===== src/rtl/irq_distributor.sv =====
module irq_distributor #(
  parameter int NUM_IRQ = 64
) (
  input  logic               clk,
  input  logic               rst_n,
  input  logic               bus_we,
  input  logic               bus_re,
  input  logic [11:0]        bus_addr,
  input  logic [31:0]        bus_wdata,
  output logic [31:0]        bus_rdata,
  input  logic [NUM_IRQ-1:0] irq_in,
  output logic               cpu_irq,
  output logic [9:0]         cpu_irq_id,
  output logic [7:0]         cpu_irq_prio,
  input  logic               cpu_ack,
  input  logic               cpu_eoi,
  input  logic [9:0]         cpu_eoi_id
);
  localparam int WORDS = NUM_IRQ / 32;
  localparam logic [9:0] NO_IRQ = 10'd1023;

  logic               ctrl_on;
  logic [NUM_IRQ-1:0] en_q, pend_q, act_q, line_q;
  logic [7:0]         prio_q [NUM_IRQ];
  logic [7:0]         tgt_q  [NUM_IRQ];
  logic [1:0]         cfg_q  [NUM_IRQ];

  logic [4:0] bit_word;
  logic [7:0] byte_word;
  logic [5:0] cfg_word;
  assign bit_word  = bus_addr[6:2];
  assign byte_word = bus_addr[9:2];
  assign cfg_word  = bus_addr[7:2];

  logic wr_ctrl, wr_en_set, wr_en_clr, wr_pd_set, wr_pd_clr, wr_prio, wr_tgt, wr_cfg;
  assign wr_ctrl   = bus_we && bus_addr[11:2] == 10'd0;
  assign wr_en_set = bus_we && bus_addr[11:7] == 5'd2;
  assign wr_en_clr = bus_we && bus_addr[11:7] == 5'd3;
  assign wr_pd_set = bus_we && bus_addr[11:7] == 5'd4;
  assign wr_pd_clr = bus_we && bus_addr[11:7] == 5'd5;
  assign wr_prio   = bus_we && bus_addr[11:10] == 2'd1;
  assign wr_tgt    = bus_we && bus_addr[11:10] == 2'd2;
  assign wr_cfg    = bus_we && bus_addr[11:8] == 4'hC;

  logic       sel_found;
  logic [9:0] sel_id;
  logic [7:0] sel_prio;

  always_comb begin
    sel_found = 1'b0;
    sel_id    = NO_IRQ;
    sel_prio  = 8'd0;
    for (int n = 0; n < NUM_IRQ; n++) begin
      if (ctrl_on && en_q[n] && pend_q[n] && !act_q[n] &&
          (!sel_found || prio_q[n] < sel_prio)) begin
        sel_found = 1'b1;
        sel_id    = 10'(n);
        sel_prio  = prio_q[n];
      end
    end
  end

  assign cpu_irq      = sel_found;
  assign cpu_irq_id   = sel_id;
  assign cpu_irq_prio = sel_prio;

  logic [NUM_IRQ-1:0] en_set_v, en_clr_v, pd_set_v, pd_clr_v, ack_v, eoi_v, edge_v;
  always_comb begin
    for (int n = 0; n < NUM_IRQ; n++) begin
      en_set_v[n] = wr_en_set && bit_word == 5'(n / 32) && bus_wdata[n % 32];
      en_clr_v[n] = wr_en_clr && bit_word == 5'(n / 32) && bus_wdata[n % 32];
      pd_set_v[n] = wr_pd_set && bit_word == 5'(n / 32) && bus_wdata[n % 32];
      pd_clr_v[n] = wr_pd_clr && bit_word == 5'(n / 32) && bus_wdata[n % 32];
      ack_v[n]    = cpu_ack && sel_found && sel_id == 10'(n);
      eoi_v[n]    = cpu_eoi && cpu_eoi_id == 10'(n);
      edge_v[n]   = cfg_q[n][1];
    end
  end

  logic [NUM_IRQ-1:0] rise, pend_edge_nx, pend_lvl_nx;
  assign rise         = irq_in & ~line_q;
  assign pend_edge_nx = (pend_q & ~(pd_clr_v | ack_v)) | pd_set_v | rise;
  assign pend_lvl_nx  = irq_in | (pend_q & ~line_q & ~pd_clr_v) | pd_set_v;

  always_ff @(posedge clk) begin
    if (!rst_n) begin
      ctrl_on <= 1'b0;
      en_q    <= '0;
      pend_q  <= '0;
      act_q   <= '0;
      line_q  <= '0;
      for (int n = 0; n < NUM_IRQ; n++) begin
        prio_q[n] <= 8'd0;
        tgt_q[n]  <= 8'd0;
        cfg_q[n]  <= 2'd0;
      end
    end else begin
      line_q <= irq_in;
      en_q   <= (en_q | en_set_v) & ~en_clr_v;
      pend_q <= (edge_v & pend_edge_nx) | (~edge_v & pend_lvl_nx);
      act_q  <= (act_q & ~eoi_v) | ack_v;
      if (wr_ctrl) ctrl_on <= bus_wdata[0];
      for (int n = 0; n < NUM_IRQ; n++) begin
        if (wr_prio && byte_word == 8'(n / 4)) prio_q[n] <= bus_wdata[8*(n%4) +: 8];
        if (wr_tgt  && byte_word == 8'(n / 4)) tgt_q[n]  <= bus_wdata[8*(n%4) +: 8];
        if (wr_cfg  && cfg_word == 6'(n / 16)) cfg_q[n]  <= bus_wdata[2*(n%16) +: 2];
      end
    end
  end

  logic [31:0] rd_nx;
  always_comb begin
    rd_nx = 32'd0;
    if (bus_addr[11:2] == 10'd0) begin
      rd_nx[0] = ctrl_on;
    end else if (bus_addr[11:2] == 10'd1) begin
      rd_nx[4:0] = 5'(WORDS - 1);
    end else begin
      for (int n = 0; n < NUM_IRQ; n++) begin
        if (bit_word == 5'(n / 32)) begin
          if (bus_addr[11:8] == 4'h1) rd_nx[n % 32] = en_q[n];
          if (bus_addr[11:8] == 4'h2) rd_nx[n % 32] = pend_q[n];
          if (bus_addr[11:7] == 5'd6) rd_nx[n % 32] = act_q[n];
        end
        if (byte_word == 8'(n / 4)) begin
          if (bus_addr[11:10] == 2'd1) rd_nx[8*(n%4) +: 8] = prio_q[n];
          if (bus_addr[11:10] == 2'd2) rd_nx[8*(n%4) +: 8] = tgt_q[n];
        end
        if (bus_addr[11:8] == 4'hC && cfg_word == 6'(n / 16))
          rd_nx[2*(n%16) +: 2] = cfg_q[n];
      end
    end
  end

  always_ff @(posedge clk) begin
    if (!rst_n)      bus_rdata <= 32'd0;
    else if (bus_re) bus_rdata <= rd_nx;
  end
endmodule



===== config.mk =====
export PLATFORM = sky130hd
export DESIGN_NAME = irq_distributor
export DESIGN_NICKNAME = d
export VERILOG_FILES = /design/src/rtl/irq_distributor.sv
export SDC_FILE = /design/constraint.sdc
export NUM_CORES = 2
export LEC_CHECK = 0
export ABC_AREA = 1
export BUFFER_PORTS_ARGS = -buffer_cell sky130_fd_sc_hd__buf_4
export CAP_MARGIN = 15
export CELL_PAD_IN_SITES_DETAIL_PLACEMENT = 0
export CELL_PAD_IN_SITES_GLOBAL_PLACEMENT = 1
export CORE_ASPECT_RATIO = 1.1
export CORE_UTILIZATION = 44
export CTS_CLUSTER_DIAMETER = 60
export DETAILED_ROUTE_END_ITERATION = 12
export HOLD_SLACK_MARGIN = 0.1
export PLACE_DENSITY = 0.83
export SYNTH_ARGS = -nofsm -noshare
export SYNTH_HDL_FRONTEND = slang
export SYNTH_SLANG_ARGS = --single-unit

===== constraint.sdc =====
create_clock -name clk -period 93.9 [get_ports clk]
set_clock_uncertainty 0.15 [all_clocks]
set_input_delay 9.39 -clock clk [delete_from_list [all_inputs] [get_ports clk]]
set_output_delay 9.39 -clock clk [all_outputs]
set_load 0.02 [all_outputs]

==> flow_metrics.py <==
metrics = {
    "yosys": {
        "synthTopCellsByArea": "edfxtp_1 40%, nand2_1 9.4%, dfxtp_1 6.7%",
        "synth.top_cell.area_share_pct": 40.0,
        "yosysSeqAreaShare_pct": 46.7,
        "synth-edff-count": 1152,
        "synth.avg_cell_area_um2": 8.32,
        "synth_area_mm2": 0.0865,
        "synth_cell_type_count": 80,
        "synth-seq-cells": 1441,
        "yosysTopAreaCell": "edfxtp_1",
        "syn-num-nets": 10800,
        "synth_top_flop_cell": "edfxtp_1",
        "synthCells": 10400,
        "ys.warnings.count": 0,
        "ys_async_sr_fraction_pct": 0,
    },
    "placement": {
        "gp_congestion": 1.01,
        "portBuffers": 172,
        "hpwl_um": 272000,
        "placed_area_mm2": 0.0931,
        "pre_cts_ws_ns": -0.385,
    },
    "power": {
        "power_frac_seq_pct": 47.9,
        "power_uw": 1590,
        "p_leak_uw": 0.0428,
        "p_clk_share_pct": 42.5,
        "switching_share_pct": 27.4,
        "power.internal_uw": 1150,
        "power.share.combinational_pct": 9.6,
        "peakVddDrop_mv": 0.0154,
        "p_sw_uw": 434,
        "power.density_mw_per_mm2": 15.9,
    },
    "setup_path": {
        "r2r-end": "pend_q[18]$_SDFF_PN0_",
        "crit_path_end_kind": "output port",
        "r2r_setup_slack_ns": 15.65,
        "critPathLaunchType": "flip-flop",
        "reg2regPathDepth": 615,
        "required_ns": 84.36,
        "cpMaxStageDelayCell": "ha_1",
        "cp.arrival_ns": 77.90,
        "crit_path_max_incr_delay_ns": 0.35,
        "rr_startpoint": "pend_q[0]$_SDFF_PN0_",
        "cp_common_cell": "nand2_1",
        "crit_path_max_fanout": 18,
        "path_class": "flip-flop to output port",
    },
    "cells_and_area": {
        "final_common_cell": "nand2_1",
        "syn2layout_area_growth_pct": 15.4,
        "final_cell_mix": "2136 x nand2_1, 1234 x nor2_1, 1152 x edfxtp_1",
        "layout.nets": 11300,
        "fin_area_mm2": 0.0998,
        "layout-drive-gt1-share_pct": 16.2,
    },
    "cts": {
        "cts_max_level": 4,
        "cts_tree": "done",
        "cts_sinks": 1441,
        "insertion_delay_ns": 0.86,
        "cts_max_path_buffers": 3,
        "cts_root_buf": "clkbuf_16",
        "path_clk_slew_ns": 0.06,
        "hold_buffers": 0,
        "numCtsBuffers": 165,
    },
    "timing": {
        "hold_ws_ns": 0.317,
        "hold_viol": 0,
        "slew_viol_final": 0,
        "worst_pin_slew_ns": 1.37,
        "max-slew-margin-rel_pct": 7.83,
        "worst_slack_ns": 6.46,
        "max_freq_mhz": 11.4,
        "setup_viol": 0,
        "min_period_ns": 87.44,
        "fin_setup_tns_ns": 0,
        "timing.final.crit_share_pct": 93.1,
    },
    "run": {
        "drv_cap": 0,
    },
    "route": {
        "drt_first_iter_violations": 11200,
        "wl_met3_um": 40900,
        "routed-via-count": 81900,
        "wl_met1_um": 135000,
        "first_pass_iters": 9,
        "drc": 0,
        "vias_per_cell": 6.05,
        "ant_nets": 0,
        "top_layer_used": "met5",
        "wl_per_cell_um": 27.9,
        "dr_wl_met2_um": 166000,
        "drt-total-wl_um": 377000,
    },
    "worst_hold_path": {
        "hold_path_end": "bus_rdata[30]$_SDFFE_PN0P_",
        "hp-start": "bus_rdata[30]$_SDFFE_PN0P_",
        "hold_path_depth": 2,
        "hold_path_class": "flip-flop to flip-flop",
    },
    "global_routing": {
        "grt_usage_pct": 37.0,
        "antenna_found_initial": 19,
        "grt-ovfl-total": 0,
        "grt_pass1_wl_um": 528000,
        "grt_max_degree": 125,
        "grt_pass1_vias": 75000,
    },
    "floorplanning": {
        "fp.dieW_um": 425,
        "fp.dieH_um": 467,
        "fp.coreArea_mm2": 0.195,
        "io_pins": 175,
        "rows": 170,
        "dieArea_mm2": 0.198,
        "start_util_pct": 44.3,
    },
    "outcome": {
        "status": "completed",
    },
}
-- per-layer routing --
| metal | track usage, % | up-vias |
|---|---|---|
| li1 | - | 36600 |
| met4 | 29.3 | 8 |
| met3 | 7.59 | 1209 |
| met1 | 45.0 | 38900 |
| met5 | 0 | - |
| met2 | 57.0 | 5084 |
-- stage by stage --
step	utilization, %	instances
finish	51.2	13500
global route	51.1	13500
CTS	50.6	13500
detailed placement	47.7	13200
global placement	47.7	13200
floorplan	-	10400
-- worst max path at each step --
stage | startpoint | to | slack [ns] | depth (start not counted)
floorplan | ctrl_on$_SDFFE_PN0P_ | cpu_irq_prio[0] | 2.85 | 579
global placement | pend_q[0]$_SDFF_PN0_ | cpu_irq_id[4] | 1.23 | 540
detailed placement | pend_q[0]$_SDFF_PN0_ | cpu_irq_id[4] | -0.38 | 564
CTS | pend_q[0]$_SDFF_PN0_ | cpu_irq_id[4] | 0.03 | 568
global route | act_q[0]$_SDFF_PN0_ | cpu_irq_id[0] | -0.38 | 662
finish | pend_q[0]$_SDFF_PN0_ | cpu_irq_id[0] | 6.46 | 610
-- power by group through the flow --
stage	sequential [µW]	clock (µW)	combinational, µW
after floorplan	756	0	82.4
after global placement	770	0	140
after detailed placement	771	0	144
after CTS	758	672	144
after global routing	762	698	160
final	760	675	152
-- Yosys cell counts, types with 7 or more instances --
library cell / instances
nor2_1: 1254
clkbuf_8: 46
a41oi_1: 9
o2111ai_1: 29
o221ai_1: 29
o21bai_1: 57
inv_2: 40
a311oi_1: 7
dfxtp_1: 289
nand3b_1: 21
nor3_1: 34
nand2_2: 268
or2_2: 32
buf_1: 53
a22o_1: 88
a22oi_1: 53
o31ai_1: 19
a21oi_2: 19
buf_6: 22
o22ai_1: 105
o21a_1: 10
nor2_4: 13
nand3_2: 34
clkbuf_1: 379
o311ai_0: 10
nor4_1: 52
edfxtp_1: 1152
nand2_4: 97
a31oi_1: 28
ha_1: 331
o21ai_1: 9
o21ai_0: 1036
nand3_1: 575
inv_1: 970
a21oi_1: 523
buf_4: 20
a211oi_1: 93
a221oi_1: 89
clkinv_1: 11
a2111oi_0: 7
nand2_1: 2160
nand4_1: 32
o211ai_1: 187
-- timing repair --
item / in CTS / in global routing
cloned: 0 / 3
hold endpoints to repair: 0 / 0
buffers inserted: 0 / 23
resized for setup: 37 / 340
pin swaps: 0 / 23
endpoints found under the setup margin: 14 / 18
-- state kept, by name, indices dropped and copies added, names as in the netlist --
signal / flops
ctrl_on: 1
bus_rdata: 32
cfg_q: 128
prio_q: 512
en_q: 64
tgt_q: 512
line_q: 64
pend_q: 64
act_q: 64
-- kinds of logic after synthesis --
logic type	Yosys count	share of synthesized area, %
compound gates	2446	17.0
buf+inv	1565	7.84
simple gates	4601	23.6
fa+ha+maj	331	4.79
mux	5	0.0579
flops	1441	46.7
-- worst max-delay path: cells and delay by family, from the launching register on --
kind	cells	cell delay [ns]
simple gates	328	27.37
fa+ha+maj	63	18.14
compound gates	156	23.80
flops	1	0.32
buf+inv	63	7.13
-- final cells by class --
type | instances | area, µm²
antenna | 17 | 42.5
clock buffer | 209 | 4400
clock inverter | 93 | 1150
fill | 18200 | 95300
inverter | 1034 | 3990
multi-input combinational | 7385 | 40600
sequential | 1441 | 40400
tap | 2580 | 3230
timing repair buffer | 769 | 5950
Power figures use the tool's default switching activity.
